`src/rtl/stkdp_pkg.sv`:
```
package stkdp_pkg;

    localparam int DATA_W = 8;
    localparam int ADDR_W = 2 * DATA_W;

    typedef enum logic [1:0] {
        OP_FETCH = 2'b00,
        OP_PUSH  = 2'b01,
        OP_LDA   = 2'b10,
        OP_ADD   = 2'b11
    } op_e;

    typedef enum logic [3:0] {
        SRC_NONE, SRC_PC_LO, SRC_PC_HI, SRC_SP_LO, SRC_SP_HI,
        SRC_R, SRC_MDR, SRC_IR, SRC_ALU
    } bus_src_e;

    typedef enum logic [2:0] {
        DST_NONE, DST_MAR_LO, DST_MAR_HI, DST_MDR, DST_IR, DST_A, DST_B, DST_R
    } bus_dst_e;

    typedef enum logic [3:0] {
        S_IDLE,
        S_F_PCLO, S_F_PCHI, S_F_RD1, S_F_RD2, S_F_IR, S_F_INC,
        S_P_SPLO, S_P_SPHI, S_P_RMDR, S_P_WR1, S_P_WR2,
        S_LA_IR,
        S_AD_B, S_AD_R,
        S_DONE
    } state_e;

    typedef struct packed {
        bus_src_e src;
        bus_dst_e dst;
        logic     sp_dec;
        logic     pc_inc;
        logic     mem_rd;
        logic     mem_wr;
        logic     mdr_from_mem;
        logic     done;
    } uop_t;

    // Control word issued in each sequencer state: at most one bus transfer.
    function automatic uop_t state_uop(state_e s);
        uop_t u;
        u = '{src: SRC_NONE, dst: DST_NONE, default: 1'b0};
        case (s)
            S_F_PCLO: begin u.src = SRC_PC_LO; u.dst = DST_MAR_LO; end
            S_F_PCHI: begin u.src = SRC_PC_HI; u.dst = DST_MAR_HI; end
            S_F_RD1:  u.mem_rd = 1'b1;
            S_F_RD2:  begin u.mem_rd = 1'b1; u.mdr_from_mem = 1'b1; end
            S_F_IR:   begin u.src = SRC_MDR; u.dst = DST_IR; end
            S_F_INC:  u.pc_inc = 1'b1;
            S_P_SPLO: begin u.src = SRC_SP_LO; u.dst = DST_MAR_LO; end
            S_P_SPHI: begin u.src = SRC_SP_HI; u.dst = DST_MAR_HI; end
            S_P_RMDR: begin u.src = SRC_R; u.dst = DST_MDR; u.sp_dec = 1'b1; end
            S_P_WR1:  u.mem_wr = 1'b1;
            S_P_WR2:  u.mem_wr = 1'b1;
            S_LA_IR:  begin u.src = SRC_IR; u.dst = DST_A; end
            S_AD_B:   begin u.src = SRC_MDR; u.dst = DST_B; end
            S_AD_R:   begin u.src = SRC_ALU; u.dst = DST_R; end
            S_DONE:   u.done = 1'b1;
            default:  ;
        endcase
        return u;
    endfunction

    function automatic state_e first_state(op_e o);
        case (o)
            OP_FETCH: return S_F_PCLO;
            OP_PUSH:  return S_P_SPLO;
            OP_LDA:   return S_LA_IR;
            default:  return S_AD_B;
        endcase
    endfunction

endpackage

```
`src/rtl/stkdp_alu.sv`:
```
module stkdp_alu #(
    parameter int DW = stkdp_pkg::DATA_W
) (
    input  logic [DW-1:0] opa,
    input  logic [DW-1:0] opb,
    output logic [DW-1:0] sum
);
    // Carry out is discarded: the result wraps modulo 2**DW.
    assign sum = opa + opb;
endmodule

```
`src/rtl/stkdp_ctrl.sv`:
```
module stkdp_ctrl
    import stkdp_pkg::*;
(
    input  logic       clk,
    input  logic       rst,
    input  logic       start,
    input  logic [1:0] op,
    output uop_t       uop
);
    state_e state_q, state_d;

    always_comb begin
        state_d = state_q;
        case (state_q)
            S_IDLE:   if (start) state_d = first_state(op_e'(op));
            S_F_PCLO: state_d = S_F_PCHI;
            S_F_PCHI: state_d = S_F_RD1;
            S_F_RD1:  state_d = S_F_RD2;
            S_F_RD2:  state_d = S_F_IR;
            S_F_IR:   state_d = S_F_INC;
            S_F_INC:  state_d = S_DONE;
            S_P_SPLO: state_d = S_P_SPHI;
            S_P_SPHI: state_d = S_P_RMDR;
            S_P_RMDR: state_d = S_P_WR1;
            S_P_WR1:  state_d = S_P_WR2;
            S_P_WR2:  state_d = S_DONE;
            S_LA_IR:  state_d = S_DONE;
            S_AD_B:   state_d = S_AD_R;
            S_AD_R:   state_d = S_DONE;
            default:  state_d = S_IDLE;
        endcase
    end

    always_ff @(posedge clk) begin
        if (rst) state_q <= S_IDLE;
        else     state_q <= state_d;
    end

    assign uop = state_uop(state_q);
endmodule

```
`src/rtl/stkdp_regs.sv`:
```
module stkdp_regs
    import stkdp_pkg::*;
#(
    parameter int DW = DATA_W,
    parameter int AW = ADDR_W
) (
    input  logic          clk,
    input  logic          rst,
    input  uop_t          uop,
    input  logic [DW-1:0] mem_rdata,
    output logic [AW-1:0] mar_o,
    output logic [DW-1:0] mdr_o,
    output logic [AW-1:0] sp_o
);
    localparam logic [AW-1:0] SP_INIT = '1;

    logic [AW-1:0] pc_q, sp_q, mar_q;
    logic [DW-1:0] mdr_q, ir_q, a_q, b_q, r_q;
    logic [DW-1:0] bus;
    logic [DW-1:0] alu_y;

    stkdp_alu #(.DW(DW)) u_alu (
        .opa (a_q),
        .opb (b_q),
        .sum (alu_y)
    );

    // Single shared bus: exactly one source per cycle.
    always_comb begin
        case (uop.src)
            SRC_PC_LO: bus = pc_q[DW-1:0];
            SRC_PC_HI: bus = pc_q[AW-1:DW];
            SRC_SP_LO: bus = sp_q[DW-1:0];
            SRC_SP_HI: bus = sp_q[AW-1:DW];
            SRC_R:     bus = r_q;
            SRC_MDR:   bus = mdr_q;
            SRC_IR:    bus = ir_q;
            SRC_ALU:   bus = alu_y;
            default:   bus = '0;
        endcase
    end

    always_ff @(posedge clk) begin
        if (rst) begin
            pc_q  <= '0;
            sp_q  <= SP_INIT;
            mar_q <= '0;
            mdr_q <= '0;
            ir_q  <= '0;
            a_q   <= '0;
            b_q   <= '0;
            r_q   <= '0;
        end else begin
            if (uop.pc_inc) pc_q <= pc_q + 1'b1;
            if (uop.sp_dec) sp_q <= sp_q - 1'b1;
            if (uop.mdr_from_mem)         mdr_q <= mem_rdata;
            else if (uop.dst == DST_MDR)  mdr_q <= bus;
            case (uop.dst)
                DST_MAR_LO: mar_q[DW-1:0]  <= bus;
                DST_MAR_HI: mar_q[AW-1:DW] <= bus;
                DST_IR:     ir_q <= bus;
                DST_A:      a_q  <= bus;
                DST_B:      b_q  <= bus;
                DST_R:      r_q  <= bus;
                default:    ;
            endcase
        end
    end

    assign mar_o = mar_q;
    assign mdr_o = mdr_q;
    assign sp_o  = sp_q;
endmodule

```
`src/rtl/stack_push_datapath.sv`:
```
module stack_push_datapath
    import stkdp_pkg::*;
(
    input  logic              clk,
    input  logic              rst,
    input  logic              start,
    input  logic [1:0]        op,
    output logic [ADDR_W-1:0] mem_addr,
    output logic [DATA_W-1:0] mem_wdata,
    input  logic [DATA_W-1:0] mem_rdata,
    output logic              mem_rd,
    output logic              mem_wr,
    output logic              done
);
    uop_t              uop;
    logic [ADDR_W-1:0] sp_val;

    stkdp_ctrl u_ctrl (
        .clk   (clk),
        .rst   (rst),
        .start (start),
        .op    (op),
        .uop   (uop)
    );

    stkdp_regs #(.DW(DATA_W), .AW(ADDR_W)) u_regs (
        .clk       (clk),
        .rst       (rst),
        .uop       (uop),
        .mem_rdata (mem_rdata),
        .mar_o     (mem_addr),
        .mdr_o     (mem_wdata),
        .sp_o      (sp_val)
    );

    assign mem_rd = uop.mem_rd;
    assign mem_wr = uop.mem_wr;
    assign done   = uop.done;
endmodule

```
`config.mk`:
```
export PLATFORM = sky130hd
export DESIGN_NAME = stack_push_datapath
export DESIGN_NICKNAME = d
export VERILOG_FILES = /design/src/rtl/stkdp_pkg.sv /design/src/rtl/stkdp_alu.sv /design/src/rtl/stkdp_ctrl.sv /design/src/rtl/stkdp_regs.sv /design/src/rtl/stack_push_datapath.sv
export SDC_FILE = /design/constraint.sdc
export NUM_CORES = 1
export LEC_CHECK = 0
export BUFFER_PORTS_ARGS = -buffer_cell sky130_fd_sc_hd__buf_4
export CAP_MARGIN = 20
export CORE_MARGIN = 1
export CORE_UTILIZATION = 64
export DETAILED_ROUTE_END_ITERATION = 12
export GPL_ROUTABILITY_DRIVEN = 0
export PLACE_DENSITY = 0.81
export SYNTH_ARGS = -nofsm -noshare
export SYNTH_HDL_FRONTEND = slang
export SYNTH_SLANG_ARGS = --single-unit
```
`constraint.sdc`:
```
create_clock -name clk -period 3.3 [get_ports clk]
set_clock_uncertainty 0.2 [all_clocks]
set_input_delay 0.66 -clock clk [delete_from_list [all_inputs] [get_ports clk]]
set_output_delay 0.66 -clock clk [all_outputs]
set_load 0.05 [all_outputs]
```
==> run metrics <==
status finished clean; CTS resizes 0; drt total wl 11,800 µm; Chip Width 88.1 µm; sw power 0.00149 W; CTS HTree Levels 3; worst rel slew slack 0.524; Compound-Gate Fraction of Synth Area 0.225; Post-synth top flop dfxtp_1; Hold Path Class flip-flop to flip-flop; maximum vdd drop 594 µV; Post-Synth Simple-Gate Area 0.246; initial antenna violation count 0; core area 7210 µm²; crit-path max FO 20; Via density 6.31; CP endpoint kind output pin; clk sinks 92; multiplexer share of the synthesized area 0.0311; Core Rows 31; die height 88.1 µm; Final period util 0.823; CTS Buf Count 9; Synth top area share 0.388; commonest non-fill, non-tap cell in the layout dfxtp_1; max layer used met4; Pint 0.00202 W; DR vias 4,236; clk slew on worst S/H paths 0.10 ns; clock network power share 0.208; Post-Synth Adder-Cell Area 0.0280; WL met2 5830 µm; met3 WL post-DR 720 µm; Cell variety after synth 73; Tightest Pin Transition 0.714 ns; dominant cell type by area after synthesis dfxtp_1; #FFs+latches synth 92; GRT Total Usage 0.322; fin nets 590; Seq/Total Area, Yosys 0.388; Comb power frac 0.397; Cells after Synth 539; CTS Root Buffer Type clkbuf_8; max-cap viol count 0; Final ANT Viol Nets 0; post-synthesis xor/xnor area fraction 0.0314; Lkg Pwr 1.91 nW; sw frac 0.424; Die Area 7760 µm²; post-DP HPWL 8650 µm; Port-buffer cells 39; fin cells 671; CP arrival 1.86 ns; total grt overflow 0; Met1 Routed Length 4960 µm; drt pass-1 iters 5; TritonCTS clock tree built; final setup fails 0; ys async rst share 0; Yosys warnings 0; Synth Cell Area 4740 µm²; vias in the first global route 3,732; residual DRC count 0; largest family of logic cells by synthesized area simple AND/OR/NAND/NOR gates; initial DRC count 350; share of post-route cells with drive strength above 1 0.157; Hold-fix buffers, CTS 0; IO Pins 40; number of hold violations in the final report 0; largest net degree at the start of global routing 66; # diodes 0; flop2flop setup slack 0.67 ns; Setup Buffers After CTS 0; Startpoint Class flip-flop; setup_tns 0 ns; Clock Path Buffers 2; sequential fraction of design power 0.394; Post-Place Cells 655; first-pass GRT wire length 18,800 µm; most frequent cells in the layout dfxtp_1 (92), nor2_1 (60), buf_4 (51); f_max 368 MHz; Avg Cell Area, Syn 8.80 µm²; RSZ-0062 raised after global routing false; syn_nets 562; Required @ worst endpoint 2.44 ns; wire length per cell 17.6 µm; initial cell density of the core 0.657; Worst Path Class, Setup flip-flop to output pin; count of final max-slew check failures 0; EDFF count, synth 0; P&R area growth vs syn 10.4%; worst-skew pair later-pin latency 0.38 ns; largest cells by area after synthesis dfxtp_1 (39%), nor2_1 (4.7%), a21oi_1 (4.4%); fin crit period 2.72 ns; PwrDens 669 nW/µm²
Yosys cell counts, types with 4 or more instances:
cell	number
nand4_1	6
a31oi_1	4
a21o_1	4
a311oi_1	4
nand3_1	21
nand2b_1	8
mux2i_1	8
nor2_1	60
nor2b_1	11
nand3b_1	7
nand2_1	38
xor2_1	9
xnor2_1	8
o21a_1	5
buf_2	13
nor4_1	5
mux2_2	4
a211o_1	6
and2_1	6
or3_1	7
buf_4	7
inv_1	10
clkbuf_1	10
o21ai_0	27
a211oi_1	19
dfxtp_1	92
ha_1	9
buf_6	4
a21oi_1	42
a22oi_1	11
nor3_1	7
power groups by stage:
stage          Clock [W]  Sequential, W  Combinational, W
6_report        0.000730        0.00138           0.00139
5_1_grt         0.000788        0.00140           0.00148
3_5_place_dp           0        0.00140           0.00137
3_3_place_gp           0        0.00140           0.00135
4_1_cts         0.000745        0.00138           0.00138
2_1_floorplan          0        0.00156          0.000902
critical path, stage by stage (launching register included):
cell,delay (ns)
dfxtp_1,0.74
nand2b_1,0.21
o21a_1,0.21
nor2_1,0.11
buf_4,0.21
kinds of logic (layout without fill, tap and decap cells):
logic type / Yosys count / after routing
xor+xnor: 17 / 17
fa+ha+maj: 10 / 10
simple gates: 207 / 207
buf+inv: 44 / 77
flops: 92 / 92
compound gates: 155 / 155
mux: 14 / 14
sequential cells by signal, indices dropped and copies added (netlist names):
name            cells
u_regs.pc_q        16
u_regs.b_q          8
u_regs.ir_q         8
u_regs.sp_o        16
u_regs.mdr_o        8
u_regs.r_q          8
u_regs.mar_o       16
u_ctrl.state_q      4
u_regs.a_q          8
metal layers:
layer	vias to the layer above	track usage
met3	30	0.0660
met4	0	0.139
met2	158	0.536
li1	2041	-
met1	2007	0.404
met5	-	0
through the flow:
step | worst slack, ns | util | hold WS, ns | cell area, µm² | power (W)
6_report | 0.585 | 0.726 | 0.279 | 5240 | 0.00350
4_1_cts | 0.632 | 0.726 | 0.282 | 5240 | 0.00350
5_1_grt | 0.522 | 0.726 | 0.298 | 5240 | 0.00367
3_5_place_dp | 0.754 | 0.700 | 0.268 | 5050 | 0.00277
2_1_floorplan | 0.697 | - | 0.250 | 4740 | 0.00246
3_3_place_gp | 0.830 | 0.700 | 0.272 | 5050 | 0.00274
worst paths after layout:
| check | from | end | cells past startpoint |
|---|---|---|---|
| setup / recovery | u_ctrl.state_q[2]$_SDFFE_PP0P_ | mem_rd | 4 |
| hold / removal | u_regs.mdr_o[3]$_SDFFE_PP0P_ | u_regs.mdr_o[3]$_SDFFE_PP0P_ | 2 |
| setup reg to reg | u_ctrl.state_q[2]$_SDFFE_PP0P_ | u_regs.mar_o[11]$_SDFFE_PP0N_ | 5 |
| hold reg to reg | u_regs.mdr_o[3]$_SDFFE_PP0P_ | u_regs.mdr_o[3]$_SDFFE_PP0P_ | 2 |
cell type report:
class                           instances  area [µm²]
Multi-Input combinational cell        403        2660
Clock inverter                          7        65.1
Inverter                               10        37.5
Timing Repair Buffer                   51         383
Sequential cell                        92        1840
Clock buffer                            9         124
Fill cell                             585        1980
Tap cell                               99         124
(Power assumes the default switching activity.)
